===== src/rtl/rxf_pkg.sv =====
package rxf_pkg;

    localparam int MIN_FRAME  = 64;
    localparam int LONG_LIMIT = 1518;
    localparam int HDR_BYTES  = 4;
    localparam int FCS_BYTES  = 4;
    localparam int TRL_BYTES  = 2;

    localparam logic [7:0] CTRL_ODD  = 8'h60;
    localparam logic [7:0] CTRL_EVEN = 8'h40;

    typedef enum logic [3:0] {
        ST_IDLE,
        ST_ALLOC,
        ST_HDR,
        ST_PAY,
        ST_PAD,
        ST_FCS,
        ST_TRL,
        ST_DONE,
        ST_DISC
    } rxf_state_e;

    typedef struct packed {
        logic [15:0] count;
        logic [7:0]  stat_hi;
        logic        odd;
        logic        short_f;
        logic        too_big;
    } rxf_info_t;

    function automatic logic [31:0] crc32_step(input logic [31:0] c, input logic [7:0] d);
        logic [31:0] r;
        r = c ^ {24'd0, d};
        for (int k = 0; k < 8; k++) begin
            r = r[0] ? ((r >> 1) ^ 32'hEDB8_8320) : (r >> 1);
        end
        return r;
    endfunction

endpackage


===== src/rtl/rxf_len_calc.sv =====
module rxf_len_calc
    import rxf_pkg::*;
#(
    parameter int LEN_W      = 12,
    parameter int PAGE_BYTES = 2048
) (
    input  logic [LEN_W-1:0] len,
    input  logic             strip,
    output rxf_info_t        info
);

    logic [15:0] len16;
    logic [15:0] base;

    always_comb begin
        len16        = 16'(len);
        info.short_f = len16 < 16'(MIN_FRAME);
        base         = info.short_f ? 16'(MIN_FRAME) : {len16[15:1], 1'b0};
        info.count   = base + 16'(HDR_BYTES + TRL_BYTES) + (strip ? 16'd0 : 16'(FCS_BYTES));
        info.odd     = len16[0];
        info.stat_hi = {3'b000, len16[0], (len16 > 16'(LONG_LIMIT)), 3'b000};
        info.too_big = info.count > 16'(PAGE_BYTES);
    end

endmodule


===== src/rtl/rxf_crc.sv =====
module rxf_crc
    import rxf_pkg::*;
(
    input  logic        clk,
    input  logic        rst,
    input  logic        init,
    input  logic        en,
    input  logic [7:0]  data,
    output logic [31:0] fcs
);

    logic [31:0] crc_q;

    always_ff @(posedge clk) begin
        if (rst || init) begin
            crc_q <= '1;
        end else if (en) begin
            crc_q <= crc32_step(crc_q, data);
        end
    end

    assign fcs = ~crc_q;

    a_r7_init_preset: assert property (@(posedge clk) disable iff (rst)
        init |=> (fcs == 32'd0));

endmodule


===== src/rtl/rxf_seq.sv =====
module rxf_seq
    import rxf_pkg::*;
#(
    parameter int LEN_W      = 12,
    parameter int PAGE_W     = 2,
    parameter int ADDR_W     = 11,
    localparam int WP_W      = ADDR_W + 1
) (
    input  logic              clk,
    input  logic              rst,
    input  logic              cfg_rx_en,
    input  logic              cfg_soft_rst,
    input  logic              cfg_strip_crc,
    input  logic              hdr_valid,
    input  logic [LEN_W-1:0]  hdr_len,
    output logic              hdr_ready,
    input  rxf_info_t         info,
    input  logic              s_valid,
    input  logic [7:0]        s_data,
    output logic              s_ready,
    output logic              alloc_req,
    input  logic              alloc_gnt,
    input  logic              alloc_ok,
    input  logic [PAGE_W-1:0] alloc_page,
    output logic              crc_init,
    output logic              crc_en,
    output logic [7:0]        crc_data,
    input  logic [31:0]       fcs,
    output logic              mem_we,
    output logic [PAGE_W-1:0] mem_page,
    output logic [ADDR_W-1:0] mem_addr,
    output logic [7:0]        mem_wdata,
    output logic              rxq_push,
    output logic [PAGE_W-1:0] rxq_page,
    output logic              rx_irq_set
);

    rxf_state_e        state_q;
    rxf_info_t         info_q;
    logic [LEN_W-1:0]  len_q;
    logic [LEN_W-1:0]  cnt_q;
    logic [WP_W-1:0]   wptr_q;
    logic [1:0]        sub_q;
    logic [7:0]        odd_byte_q;
    logic [PAGE_W-1:0] page_q;
    logic              keep_fcs_q;

    logic hdr_take, drop_now, last_byte, odd_long, store_byte;

    assign hdr_take   = (state_q == ST_IDLE) && hdr_valid;
    assign drop_now   = !cfg_rx_en || cfg_soft_rst || info.too_big;
    assign last_byte  = (cnt_q == len_q - LEN_W'(1));
    assign odd_long   = info_q.odd && !info_q.short_f;
    assign store_byte = !(last_byte && odd_long);
    assign crc_init   = hdr_take;
    assign mem_page   = page_q;
    assign mem_addr   = wptr_q[ADDR_W-1:0];
    assign rxq_page   = page_q;

    always_comb begin
        hdr_ready  = 1'b0;
        s_ready    = 1'b0;
        alloc_req  = 1'b0;
        mem_we     = 1'b0;
        mem_wdata  = 8'd0;
        crc_en     = 1'b0;
        crc_data   = 8'd0;
        rxq_push   = 1'b0;
        rx_irq_set = 1'b0;
        unique case (state_q)
            ST_IDLE:  hdr_ready = 1'b1;
            ST_ALLOC: alloc_req = 1'b1;
            ST_HDR: begin
                mem_we = 1'b1;
                unique case (sub_q)
                    2'd0: mem_wdata = 8'd0;
                    2'd1: mem_wdata = info_q.stat_hi;
                    2'd2: mem_wdata = info_q.count[7:0];
                    default: mem_wdata = info_q.count[15:8];
                endcase
            end
            ST_PAY: begin
                s_ready   = 1'b1;
                mem_we    = s_valid && store_byte;
                mem_wdata = s_data;
                crc_en    = s_valid;
                crc_data  = s_data;
            end
            ST_PAD: begin
                mem_we = 1'b1;
                crc_en = 1'b1;
            end
            ST_FCS: begin
                mem_we = 1'b1;
                unique case (sub_q)
                    2'd0: mem_wdata = fcs[7:0];
                    2'd1: mem_wdata = fcs[15:8];
                    2'd2: mem_wdata = fcs[23:16];
                    default: mem_wdata = fcs[31:24];
                endcase
            end
            ST_TRL: begin
                mem_we = 1'b1;
                if (sub_q == 2'd0) mem_wdata = odd_long ? odd_byte_q : 8'd0;
                else               mem_wdata = odd_long ? CTRL_ODD : CTRL_EVEN;
            end
            ST_DONE: begin
                rxq_push   = 1'b1;
                rx_irq_set = 1'b1;
            end
            ST_DISC:  s_ready = 1'b1;
            default: ;
        endcase
    end

    always_ff @(posedge clk) begin
        if (rst) begin
            state_q    <= ST_IDLE;
            info_q     <= '0;
            len_q      <= '0;
            cnt_q      <= '0;
            wptr_q     <= '0;
            sub_q      <= '0;
            odd_byte_q <= '0;
            page_q     <= '0;
            keep_fcs_q <= 1'b0;
        end else begin
            unique case (state_q)
                ST_IDLE: if (hdr_valid) begin
                    len_q      <= hdr_len;
                    info_q     <= info;
                    keep_fcs_q <= !cfg_strip_crc;
                    cnt_q      <= '0;
                    wptr_q     <= '0;
                    sub_q      <= '0;
                    if (!drop_now)          state_q <= ST_ALLOC;
                    else if (hdr_len != '0) state_q <= ST_DISC;
                end
                ST_ALLOC: if (alloc_gnt) begin
                    if (alloc_ok) begin
                        page_q  <= alloc_page;
                        state_q <= ST_HDR;
                    end else begin
                        state_q <= (len_q == '0) ? ST_IDLE : ST_DISC;
                    end
                end
                ST_HDR: begin
                    wptr_q <= wptr_q + WP_W'(1);
                    sub_q  <= sub_q + 2'd1;
                    if (sub_q == 2'd3) begin
                        sub_q   <= '0;
                        state_q <= (len_q == '0) ? ST_PAD : ST_PAY;
                    end
                end
                ST_PAY: if (s_valid) begin
                    cnt_q <= cnt_q + LEN_W'(1);
                    if (store_byte) wptr_q <= wptr_q + WP_W'(1);
                    else            odd_byte_q <= s_data;
                    if (last_byte) begin
                        if (info_q.short_f)  state_q <= ST_PAD;
                        else if (keep_fcs_q) state_q <= ST_FCS;
                        else                 state_q <= ST_TRL;
                    end
                end
                ST_PAD: begin
                    wptr_q <= wptr_q + WP_W'(1);
                    if (wptr_q == WP_W'(HDR_BYTES + MIN_FRAME - 1))
                        state_q <= keep_fcs_q ? ST_FCS : ST_TRL;
                end
                ST_FCS: begin
                    wptr_q <= wptr_q + WP_W'(1);
                    sub_q  <= sub_q + 2'd1;
                    if (sub_q == 2'd3) state_q <= ST_TRL;
                end
                ST_TRL: begin
                    wptr_q <= wptr_q + WP_W'(1);
                    sub_q  <= sub_q + 2'd1;
                    if (sub_q == 2'd1) begin
                        sub_q   <= '0;
                        state_q <= ST_DONE;
                    end
                end
                ST_DONE: state_q <= ST_IDLE;
                ST_DISC: if (s_valid) begin
                    cnt_q <= cnt_q + LEN_W'(1);
                    if (last_byte) state_q <= ST_IDLE;
                end
                default: state_q <= ST_IDLE;
            endcase
        end
    end

    a_r9_push_single: assert property (@(posedge clk) disable iff (rst)
        rxq_push |=> !rxq_push);

    a_r4_image_size: assert property (@(posedge clk) disable iff (rst)
        rxq_push |-> (16'(wptr_q) == info_q.count));

    a_r2_no_oversize_push: assert property (@(posedge clk) disable iff (rst)
        rxq_push |-> !info_q.too_big);

    a_r3_no_write_after_fail: assert property (@(posedge clk) disable iff (rst)
        (alloc_gnt && !alloc_ok && alloc_req) |=> !mem_we);

    a_r10_req_held: assert property (@(posedge clk) disable iff (rst)
        (alloc_req && !alloc_gnt) |=> alloc_req);

    a_r6_write_in_image: assert property (@(posedge clk) disable iff (rst)
        mem_we |-> (16'(wptr_q) < info_q.count));

endmodule


===== src/rtl/rx_frame_formatter.sv =====
module rx_frame_formatter
    import rxf_pkg::*;
#(
    parameter int PAGES      = 4,
    parameter int PAGE_BYTES = 2048,
    parameter int LEN_W      = 12,
    localparam int PAGE_W    = (PAGES > 1) ? $clog2(PAGES) : 1,
    localparam int ADDR_W    = $clog2(PAGE_BYTES)
) (
    input  logic              clk,
    input  logic              rst,
    input  logic              cfg_rx_en,
    input  logic              cfg_soft_rst,
    input  logic              cfg_strip_crc,
    input  logic              hdr_valid,
    input  logic [LEN_W-1:0]  hdr_len,
    output logic              hdr_ready,
    input  logic              s_valid,
    input  logic [7:0]        s_data,
    output logic              s_ready,
    output logic              alloc_req,
    input  logic              alloc_gnt,
    input  logic              alloc_ok,
    input  logic [PAGE_W-1:0] alloc_page,
    output logic              mem_we,
    output logic [PAGE_W-1:0] mem_page,
    output logic [ADDR_W-1:0] mem_addr,
    output logic [7:0]        mem_wdata,
    output logic              rxq_push,
    output logic [PAGE_W-1:0] rxq_page,
    output logic              rx_irq_set
);

    rxf_info_t   info;
    logic        crc_init, crc_en;
    logic [7:0]  crc_data;
    logic [31:0] fcs;

    rxf_len_calc #(.LEN_W(LEN_W), .PAGE_BYTES(PAGE_BYTES)) u_calc (
        .len   (hdr_len),
        .strip (cfg_strip_crc),
        .info  (info)
    );

    rxf_crc u_crc (
        .clk  (clk),
        .rst  (rst),
        .init (crc_init),
        .en   (crc_en),
        .data (crc_data),
        .fcs  (fcs)
    );

    rxf_seq #(.LEN_W(LEN_W), .PAGE_W(PAGE_W), .ADDR_W(ADDR_W)) u_seq (
        .clk           (clk),
        .rst           (rst),
        .cfg_rx_en     (cfg_rx_en),
        .cfg_soft_rst  (cfg_soft_rst),
        .cfg_strip_crc (cfg_strip_crc),
        .hdr_valid     (hdr_valid),
        .hdr_len       (hdr_len),
        .hdr_ready     (hdr_ready),
        .info          (info),
        .s_valid       (s_valid),
        .s_data        (s_data),
        .s_ready       (s_ready),
        .alloc_req     (alloc_req),
        .alloc_gnt     (alloc_gnt),
        .alloc_ok      (alloc_ok),
        .alloc_page    (alloc_page),
        .crc_init      (crc_init),
        .crc_en        (crc_en),
        .crc_data      (crc_data),
        .fcs           (fcs),
        .mem_we        (mem_we),
        .mem_page      (mem_page),
        .mem_addr      (mem_addr),
        .mem_wdata     (mem_wdata),
        .rxq_push      (rxq_push),
        .rxq_page      (rxq_page),
        .rx_irq_set    (rx_irq_set)
    );

endmodule


===== config.mk =====
export PLATFORM = sky130hd
export DESIGN_NAME = rx_frame_formatter
export DESIGN_NICKNAME = d
export VERILOG_FILES = /design/src/rtl/rxf_pkg.sv /design/src/rtl/rxf_len_calc.sv /design/src/rtl/rxf_crc.sv /design/src/rtl/rxf_seq.sv /design/src/rtl/rx_frame_formatter.sv
export SDC_FILE = /design/constraint.sdc
export NUM_CORES = 1
export LEC_CHECK = 0
export BUFFER_PORTS_ARGS = -buffer_cell sky130_fd_sc_hd__buf_4
export CORE_MARGIN = 2
export CORE_UTILIZATION = 55
export DETAILED_ROUTE_END_ITERATION = 8
export PLACE_DENSITY = 0.74
export SLEW_MARGIN = 40
export SYNTH_ARGS = -nofsm -noshare
export SYNTH_HDL_FRONTEND = slang
export SYNTH_HIERARCHICAL = 1
export SYNTH_SLANG_ARGS = --single-unit

===== constraint.sdc =====
create_clock -name clk -period 4.05 [get_ports clk]
set_input_delay 0.405 -clock clk [delete_from_list [all_inputs] [get_ports clk]]
set_output_delay 0.405 -clock clk [all_outputs]
set_load 0.02 [all_outputs]

After elaboration in Yosys (flattened, before gate mapping)
Cells that the tools add are included.

Add/sub/neg operators: 6. Multipliers: 0. Divide/modulo/power cells: 0. Order comparisons: 3. Equality and inequality tests: 26. Shifts and indexed selects: 0. Mux-type cells: 51. Bitwise logic cells: 10. Reductions and logical operators: 27.

Operators by type and width (count): 32-bit 2-to-1 mux (8); 13-bit inverter with 14-bit output (8); 12-bit 2-to-1 mux (5); 4-bit 2-to-1 mux (15); 8-bit one-hot mux with 3 select lines (2); 12-bit one-hot mux with 3 select lines (1); 32-bit inverter (1); 4-bit one-hot mux with 8 select lines (1); 8-bit one-hot mux with 4 select lines (1); 32-bit by 8-bit XOR with 32-bit output (1); 12-bit by 1-bit adder with 12-bit output (second input constant) (2); 8-bit 2-to-1 mux (3); 12-bit one-hot mux with 2 select lines (1); 16-bit adder (1); 16-bit by 3-bit adder with 16-bit output (second input constant) (1); 4-bit by 3-bit == test with 1-bit output (second input constant) (4); 16-bit by 12-bit > comparator with 1-bit output (second input constant) (1); 2-bit by 1-bit != test with 1-bit output (second input constant) (7); 12-bit == test (1); 12-bit by 7-bit == test with 1-bit output (second input constant) (1); 12-bit by 11-bit > comparator with 1-bit output (second input constant) (1); 12-bit logical NOT (1); 12-bit by 7-bit < comparator with 1-bit output (second input constant) (1); 12-bit nonzero test (1); 29 further kinds (54).

Register bits: 105. Latch bits: 0. RAM bits: 0. ROM bits: 0. Input port bits: 31. Output and inout port bits: 29. Memories: 0.

Depth between registers and ports, before layout
Gate-level depths: netlist (run 1).

Depth in word-level cells: 19. Depth in mapped cells: 19. Gate-level depth less buffers: 18.

By module
Netlist (run 1), hierarchy kept.

Modules (own cells, without submodules): rxf_seq (times used 1, cells an instance 633, area an instance 4688.2 um^2, seq. area each 1581.5 um^2); rxf_crc (times used 1, cells an instance 212, area an instance 1940.6 um^2, seq. area each 640.6 um^2); rxf_len_calc (times used 1, cells an instance 80, area an instance 569.3 um^2, seq. area each 0.0 um^2).

Worst setup path after synthesis (run 1)
Ideal clock, no wire load.

Path kind: input -> register. Start: input hdr_len[8]. End: register u_seq.state_q[2]. Library setup time: 133 ps. Data arrival time: 3399 ps. Setup slack: 518 ps. Cell stages on the path: 19. Cells stage by stage: buf_6 > nor4_1 > nand2_1 > nand2_1 > ha_1 > inv_1 > ha_1 > fa_1 > and4_2 > a221oi_1 > o21bai_1 > nand4_1 > a21o_1 > nor3b_1 > nand2b_1 > nor2_1 > nor3_1 > and2_1 > a211oi_1.

RTL lines: start, declared (line rx_frame_formatter.sv:16) `input logic [LEN_W-1:0] hdr_len,`; end signal, assigned (line rxf_seq.sv:144) `state_q <= (len_q == '0) ? ST_IDLE : ST_DISC;`; end signal, assigned (line rxf_seq.sv:152) `state_q <= (len_q == '0) ? ST_PAD : ST_PAY;`; end signal, assigned (line rxf_seq.sv:168) `state_q <= keep_fcs_q ? ST_FCS : ST_TRL;`; end, declared (line rxf_seq.sv:38) `rxf_state_e state_q;`.

Worst setup path in the final report (run 1)
Start: register u_seq.len_q[0]. End: output mem_we.

Word-level cells in the longest chain between the ends: 6.

RTL lines: start, declared (line rxf_seq.sv:40) `logic [LEN_W-1:0] len_q;`; start signal, assigned (line rxf_seq.sv:130) `len_q <= hdr_len;`; 12-bit by 1-bit subtractor with 12-bit output (line rxf_seq.sv:52) `assign last_byte = (cnt_q == len_q - LEN_W'(1));`; 12-bit == test (line rxf_seq.sv:52); 1-bit logical AND (line rxf_seq.sv:54) `assign store_byte = !(last_byte && odd_long);`; 1-bit logical NOT (line rxf_seq.sv:54); 1-bit logical AND (line rxf_seq.sv:84) `mem_we = s_valid && store_byte;`; 1-bit one-hot mux with 2 select lines (line rxf_seq.sv:70) `unique case (state_q)`; end, declared (line rx_frame_formatter.sv:25) `output logic mem_we,`.

Every way passes these cells.

==> results by group, run 1 <==
Clock network
  • Clock Sinks: 111
  • Postcts setup bufs: 0
  • Num CTS Buffers: 9
  • CTS tree: yes
  • Max Root-Sink Buffers: 2
  • CTS H-Tree Depth: 3
  • Clk pin slew, worst setup/hold paths: 0.07 ns
  • Cts hold-fix bufs: 0
  • Clock latency on the worst-skew pair: 0.36 ns
  • CTS root buffer: clkbuf_16
  • Post_cts resized: 0

Final layout
  • Final Core Density: 61.9%
  • Commonest non-fill, non-tap cell in the layout: nand2_1
  • Post-Layout Inst Area: 7880 um^2
  • Filler cell count: 1235
  • Most frequent cells in the layout: nand2_1 (146), dfxtp_1 (111), a21oi_1 (87)
  • Multi-input gate area: 4370 um^2
  • Final net count: 983
  • Layout cells sized above 1: 12.8%
  • Area growth syn-to-layout: 9.44%
  • Number of antenna diodes: 0
  • Register area: 2220 um^2

STA
  • Fin Setup TNS: 0 ns
  • FMAX: 271 MHz
  • Crit share post-route: 91.1%
  • RSZ-0062 raised after global routing: no
  • Hold Fails Final Rpt: 0
  • Finish-stage setup viols: 0
  • Slew Limit Fails: 0
  • Layout Skew: 0.00887 ns
  • Min Tclk post-route: 3.69 ns
  • Actual slew at the worst max-slew pin: 0.816 ns
  • Worst rel slew slack: 45.6%

Placed design
  • Dpl cell area: 7580 um^2
  • Gpl congestion: 0.912
  • PortBufs: 59
  • Hpwl dp: 13000 um

Die
  • Starting Density: 56.6%
  • Area of the die: 14000 um^2
  • Ports: 60
  • Std-Cell Rows: 41
  • Die height: 118 um
  • Core area: 12700 um^2
  • Die width: 118 um

Synth
  • Netlist cell types: 78
  • Sequential area share after synthesis: 30.9%
  • Syn Inst Count: 925
  • #FFs+latches synth: 111
  • Post-synth EDFFs: 0
  • Mapped Area: 7200 um^2
  • Ys flop type: dfxtp_1
  • Yosys warns: 6
  • Asr flop ratio synth: 0%
  • Syn Area/Cell: 7.78 um^2

Global route
  • Initial antenna violation count: 0
  • GRT overflow: 0
  • Largest net degree at the start of global routing: 62
  • Wire length of the first global-routing pass: 29500 um
  • Global Route Usage Sum: 25.9%
  • Vias in the first global route: 5915

Worst setup path
  • Worst Path Arrival: 3.29 ns
  • Worst Path Required: 3.64 ns
  • Slowest stage delay, CP: 0.52 ns
  • Critical path capture point type: output port
  • Worst path buffer plus inverter count: 2
  • Crit path cell chain: inv_1 > ha_1 > or3b_2 > or4_1 > a21oi_1 > o211ai_1 > o311ai_0 > a311oi_1 > buf_4
  • CP Class: reg2out
  • Crit path max-delay cell type: or3b_2
  • CP top delay family: compound AO/OA/AOI/OAI gates
  • Crit path launch type: register
  • Critical path peak fanout: 9

Detailed routing
  • Routed WL: 18100 um
  • DRT antenna net count: 0
  • DR pass1 iterations: 8
  • Wire per inst: 16.2 um
  • Routed via count: 6416
  • Via density: 5.75
  • DRT iter0 DRCs: 523
  • Residual DRC: 0

Power
  • Peak VDD IR: 0.281 mV
  • P per Cell Area: 497 nW/um^2
  • Leak: 3.22 nW

Job
  • Max Cap Viol: 0

Run status
  • Status: complete, no violations

Min path
  • Type of the tightest min-delay check: in2reg
==> cells in the mapped netlist, types with 7 or more instances <==
cell      instances  area, um^2
a211oi_1         15         113
a21oi_1          87         435
a222oi_1          9        90.1
a22oi_1           7        52.6
and2_1           12        75.1
and3_1            8        50.1
buf_4            27         203
clkbuf_1         46         173
dfxtp_1         111        2220
ha_1             12         150
inv_1            47         176
nand2_1         146         548
nand2b_1         12        75.1
nand3_1          22         110
nand4_1          11        68.8
nor2_1           64         240
nor3_1           15        75.1
nor4_1            8        50.1
o211ai_1         24         180
o21ai_0          21         105
o31ai_1           8        60.1
or3_1            12        75.1
or4_1             9        67.6
xnor2_1          61         534
xnor2_2           7         114
xor2_1           18         158
==> routing by layer <==
metal | part of all wire, % | global-route usage, % | vias to the layer above | routed length, um
li1 | - | - | 3208 | -
met4 | 2.2 | 8.33 | 0 | 390
met2 | 47 | 43.1 | 176 | 8500
met3 | 4.7 | 4.39 | 24 | 858
met1 | 46 | 34.1 | 3008 | 8370
met5 | 0 | 0 | - | 0
==> path summary, 6_finish.rpt <==
path	depth (start not counted)	slack (ns)	start	to
setup / recovery	9	0.36	u_seq/len_q[0]	mem_we
hold / removal	2	0.23	cfg_strip_crc	u_seq/keep_fcs_q
setup reg to reg	9	0.75	u_seq/state_q[2]	u_crc/crc_q[25]
hold reg to reg	2	0.46	u_seq/info_q[19]	u_seq/info_q[19]
==> cells by family after synthesis <==
logic type,Yosys count,share of synthesized area [%]
and+or+nand+nor,351,23.7
other,1,0.0521
DFF,111,30.9
muxes,6,0.834
adders and majority gates,13,2.36
xor gates and xnor gates,93,13.5
buffers and inverters,133,8.88
AOI/OAI and AO/OA,217,19.8
==> layout make-up <==
type | count | area share (%)
clock buffers | 11 | 3.08
multi-input cells | 690 | 55.5
clock inverters | 5 | 0.731
repair buffers | 78 | 7.43
flip-flops and latches | 111 | 28.2
inverters | 49 | 2.33
well taps | 172 | 2.73
==> power breakdown <==
part	switching, W	internal, W
clock	0.000418	0.000498
sequential	0.000117	0.00122
combinational	0.000978	0.000685
total	0.00151	0.00240
==> flip-flops by register name (all words and copies together) (netlist names) <==
register          cells
u_seq/state_q         4
u_seq/cnt_q          12
u_seq/wptr_q         12
u_seq/keep_fcs_q      1
u_seq/len_q          12
u_seq/sub_q           2
u_seq/odd_byte_q      8
u_crc/crc_q          32
u_seq/mem_page        2
u_seq/info_q         26
==> through the flow <==
step           setup WS, ns  hold WS, ns  std cells  power, W
2_1_floorplan         0.518        0.427        934   0.00260
3_3_place_gp          0.129        0.440       1100   0.00298
3_5_place_dp          0.141        0.449       1100   0.00300
4_1_cts               0.386        0.226       1116   0.00392
5_1_grt               0.144        0.239       1116   0.00414
6_report              0.359        0.234       1116   0.00391
(Power assumes the default switching activity.)
==> run 2, diff against run 1 <==
--- a/config.mk
+++ b/config.mk
@@ -10,6 +10,7 @@
 export CORE_UTILIZATION = 55
 export DETAILED_ROUTE_END_ITERATION = 8
 export PLACE_DENSITY = 0.74
+export REMOVE_ABC_BUFFERS = 1
 export SLEW_MARGIN = 40
 export SYNTH_ARGS = -nofsm -noshare
 export SYNTH_HDL_FRONTEND = slang
==> run 2 against run 1 <==
  * Sequential share of layout area rose by 0.23 points
  * Die area unchanged
  * Worst setup slack lost 0.15 ns
  * Clock-buffer cell count is the same
  * Largest cell class unchanged
  * Highest routed layer unchanged
==> results by group, run 2 (synthesis gave the netlist of run 1 again) <==
Final layout
  • Post-Layout Inst Area: 7810 um^2
  • Most frequent cells in the layout: nand2_1 (146), dfxtp_1 (111), a21oi_1 (87)
  • Max reg flops: 32
  • Most flop-heavy register: u_crc/crc_q
  • Number of antenna diodes: 0
  • Final net count: 977
  • Final Core Density: 61.4%
  • Area growth syn-to-layout: 8.53%
  • Non-filler cells, final: 1108
  • Commonest non-fill, non-tap cell in the layout: nand2_1
  • Layout cells sized above 1: 12.5%
  • Top flop regs: u_crc/crc_q: 32 flops, u_seq/info_q: 26 flops

Power
  • P per Cell Area: 488 nW/um^2
  • Peak VDD IR: 0.275 mV
  • Leak: 3.17 nW

Worst setup path
  • Crit path cell chain: buf_4 > nor4_1 > nand2_1 > nand2_1 > ha_1 > inv_1 > ha_1 > fa_1 > and4_2 > a221oi_1 > o21bai_1 > nand4_1 > a21o_1 > nor3b_1 > nand2b_1 > nor2_1 > nor3_1 > and2_1 > a211oi_1
  • R2R Setup Slk: 0.67 ns
  • RR Endpoint: u_crc/crc_q[25]
  • Worst path buffer plus inverter count: 2
  • Crit path launch type: input pin
  • Critical path capture point type: register
  • CP top delay family: simple AND/OR/NAND/NOR gates
  • Worst Path Arrival: 4.05 ns
  • Slowest stage delay, CP: 0.44 ns
  • Crit path launch: hdr_len[8]
  • CP Class: in2reg
  • Worst Path Required: 4.26 ns
  • Worst r2r path cells: 8
  • Critical path peak fanout: 9
  • Crit path max-delay cell type: nor3_1
  • Worst r2r src: u_seq/state_q[1]

Die
  • Ports: 60
  • Area of the die: 14000 um^2
  • Die width: 118 um
  • Die height: 118 um
  • Std-Cell Rows: 41
  • Core area: 12700 um^2
  • Starting Density: 56.6%

Detailed routing
  • Residual DRC: 0
  • DRT antenna net count: 0
  • Wire per inst: 15.9 um
  • Routed WL: 17600 um
  • DRT iter0 DRCs: 505
  • Via density: 5.81
  • DR pass1 iterations: 7
  • Routed via count: 6439

Global route
  • GRT overflow: 0
  • Global Route Usage Sum: 25.0%
  • Largest net degree at the start of global routing: 62
  • Initial antenna violation count: 0
  • Vias in the first global route: 5735
  • Wire length of the first global-routing pass: 28500 um

Clock network
  • Num CTS Buffers: 9
  • Clock latency on the worst-skew pair: 0.36 ns
  • Clk pin slew, worst setup/hold paths: 0.07 ns
  • Post_cts resized: 0
  • CTS tree: yes
  • CTS root buffer: clkbuf_16
  • Max Root-Sink Buffers: 2
  • CTS H-Tree Depth: 3
  • Clock Sinks: 111
  • Postcts setup bufs: 0
  • Cts hold-fix bufs: 0

Min path
  • Worst Hold End: u_seq/keep_fcs_q
  • Type of the tightest min-delay check: in2reg
  • Hold Path Cell Cnt: 2
  • Worst Min Path Start: cfg_strip_crc

STA
  • Worst rel slew slack: 47.5%
  • Crit share post-route: 94.9%
  • FMAX: 260 MHz
  • Finish-stage setup viols: 0
  • Hold Fails Final Rpt: 0
  • RSZ-0062 raised after global routing: no
  • Final WS setup: 0.208 ns
  • Min Tclk post-route: 3.84 ns
  • Slew Limit Fails: 0
  • WHS: 0.239 ns
  • Layout Skew: 0.00849 ns
  • Actual slew at the worst max-slew pin: 0.787 ns

Placed design
  • Hpwl dp: 12500 um
  • Dpl cell area: 7530 um^2
  • PortBufs: 59
  • Placed cell count: 1094
  • Place WS: -0.0256 ns
  • Gpl congestion: 0.893

Run status
  • Status: complete, no violations

Job
  • Max Cap Viol: 0
run 2: routing by layer:
| layer | vias to the layer above | wire length, um | global-route usage, % |
|---|---|---|---|
| met2 | 194 | 8110 | 39.9 |
| met4 | 0 | 381 | 8.26 |
| met1 | 3021 | 8260 | 34.4 |
| met3 | 29 | 848 | 4.05 |
| met5 | - | 0 | 0 |
| li1 | 3195 | - | - |
run 2: how the worst max path moves through the flow:
stage,end,depth (start not counted)
4_1_cts,u_seq/state_q[3],19
3_3_place_gp,u_seq/state_q[0],19
2_1_floorplan,u_crc/crc_q[25],7
3_5_place_dp,u_seq/state_q[3],19
5_1_grt,u_seq/state_q[0],19
6_report,u_seq/state_q[3],19
run 2: cell type report:
class	count	area (um^2)
multi-input cells	690	4380
repair buffers	72	541
clock buffers	11	253
inverters	49	184
well taps	172	215
flip-flops and latches	111	2220
fillers	1215	4910
clock inverters	3	20.0
run 2: per-stage QoR:
step / power, W / TNS [ns]
3_3_place_gp: 0.00295 / 0
2_1_floorplan: 0.00252 / -0.00983
5_1_grt: 0.00404 / 0
3_5_place_dp: 0.00297 / -0.0915
6_report: 0.00381 / 0
4_1_cts: 0.00381 / 0
run 2: worst reg2reg max path, cell delays in order (launching register included):
cell and delay, ns:
dfxtp_1 0.66, nand2_1 0.21, nor2_1 0.45, and2_1 0.31
xor2_4 0.36, xnor3_2 0.53, xor2_1 0.45, nor3b_1 0.10
a211oi_1 0.23
run 2: power by group:
| group | switching [W] | total, W | internal [W] | leakage, nW |
|---|---|---|---|---|
| combinational | 0.000960 | 0.00163 | 0.000671 | 2.14 |
| sequential | 0.000127 | 0.00135 | 0.00122 | 0.902 |
| clock | 0.000391 | 0.000834 | 0.000443 | 0.129 |
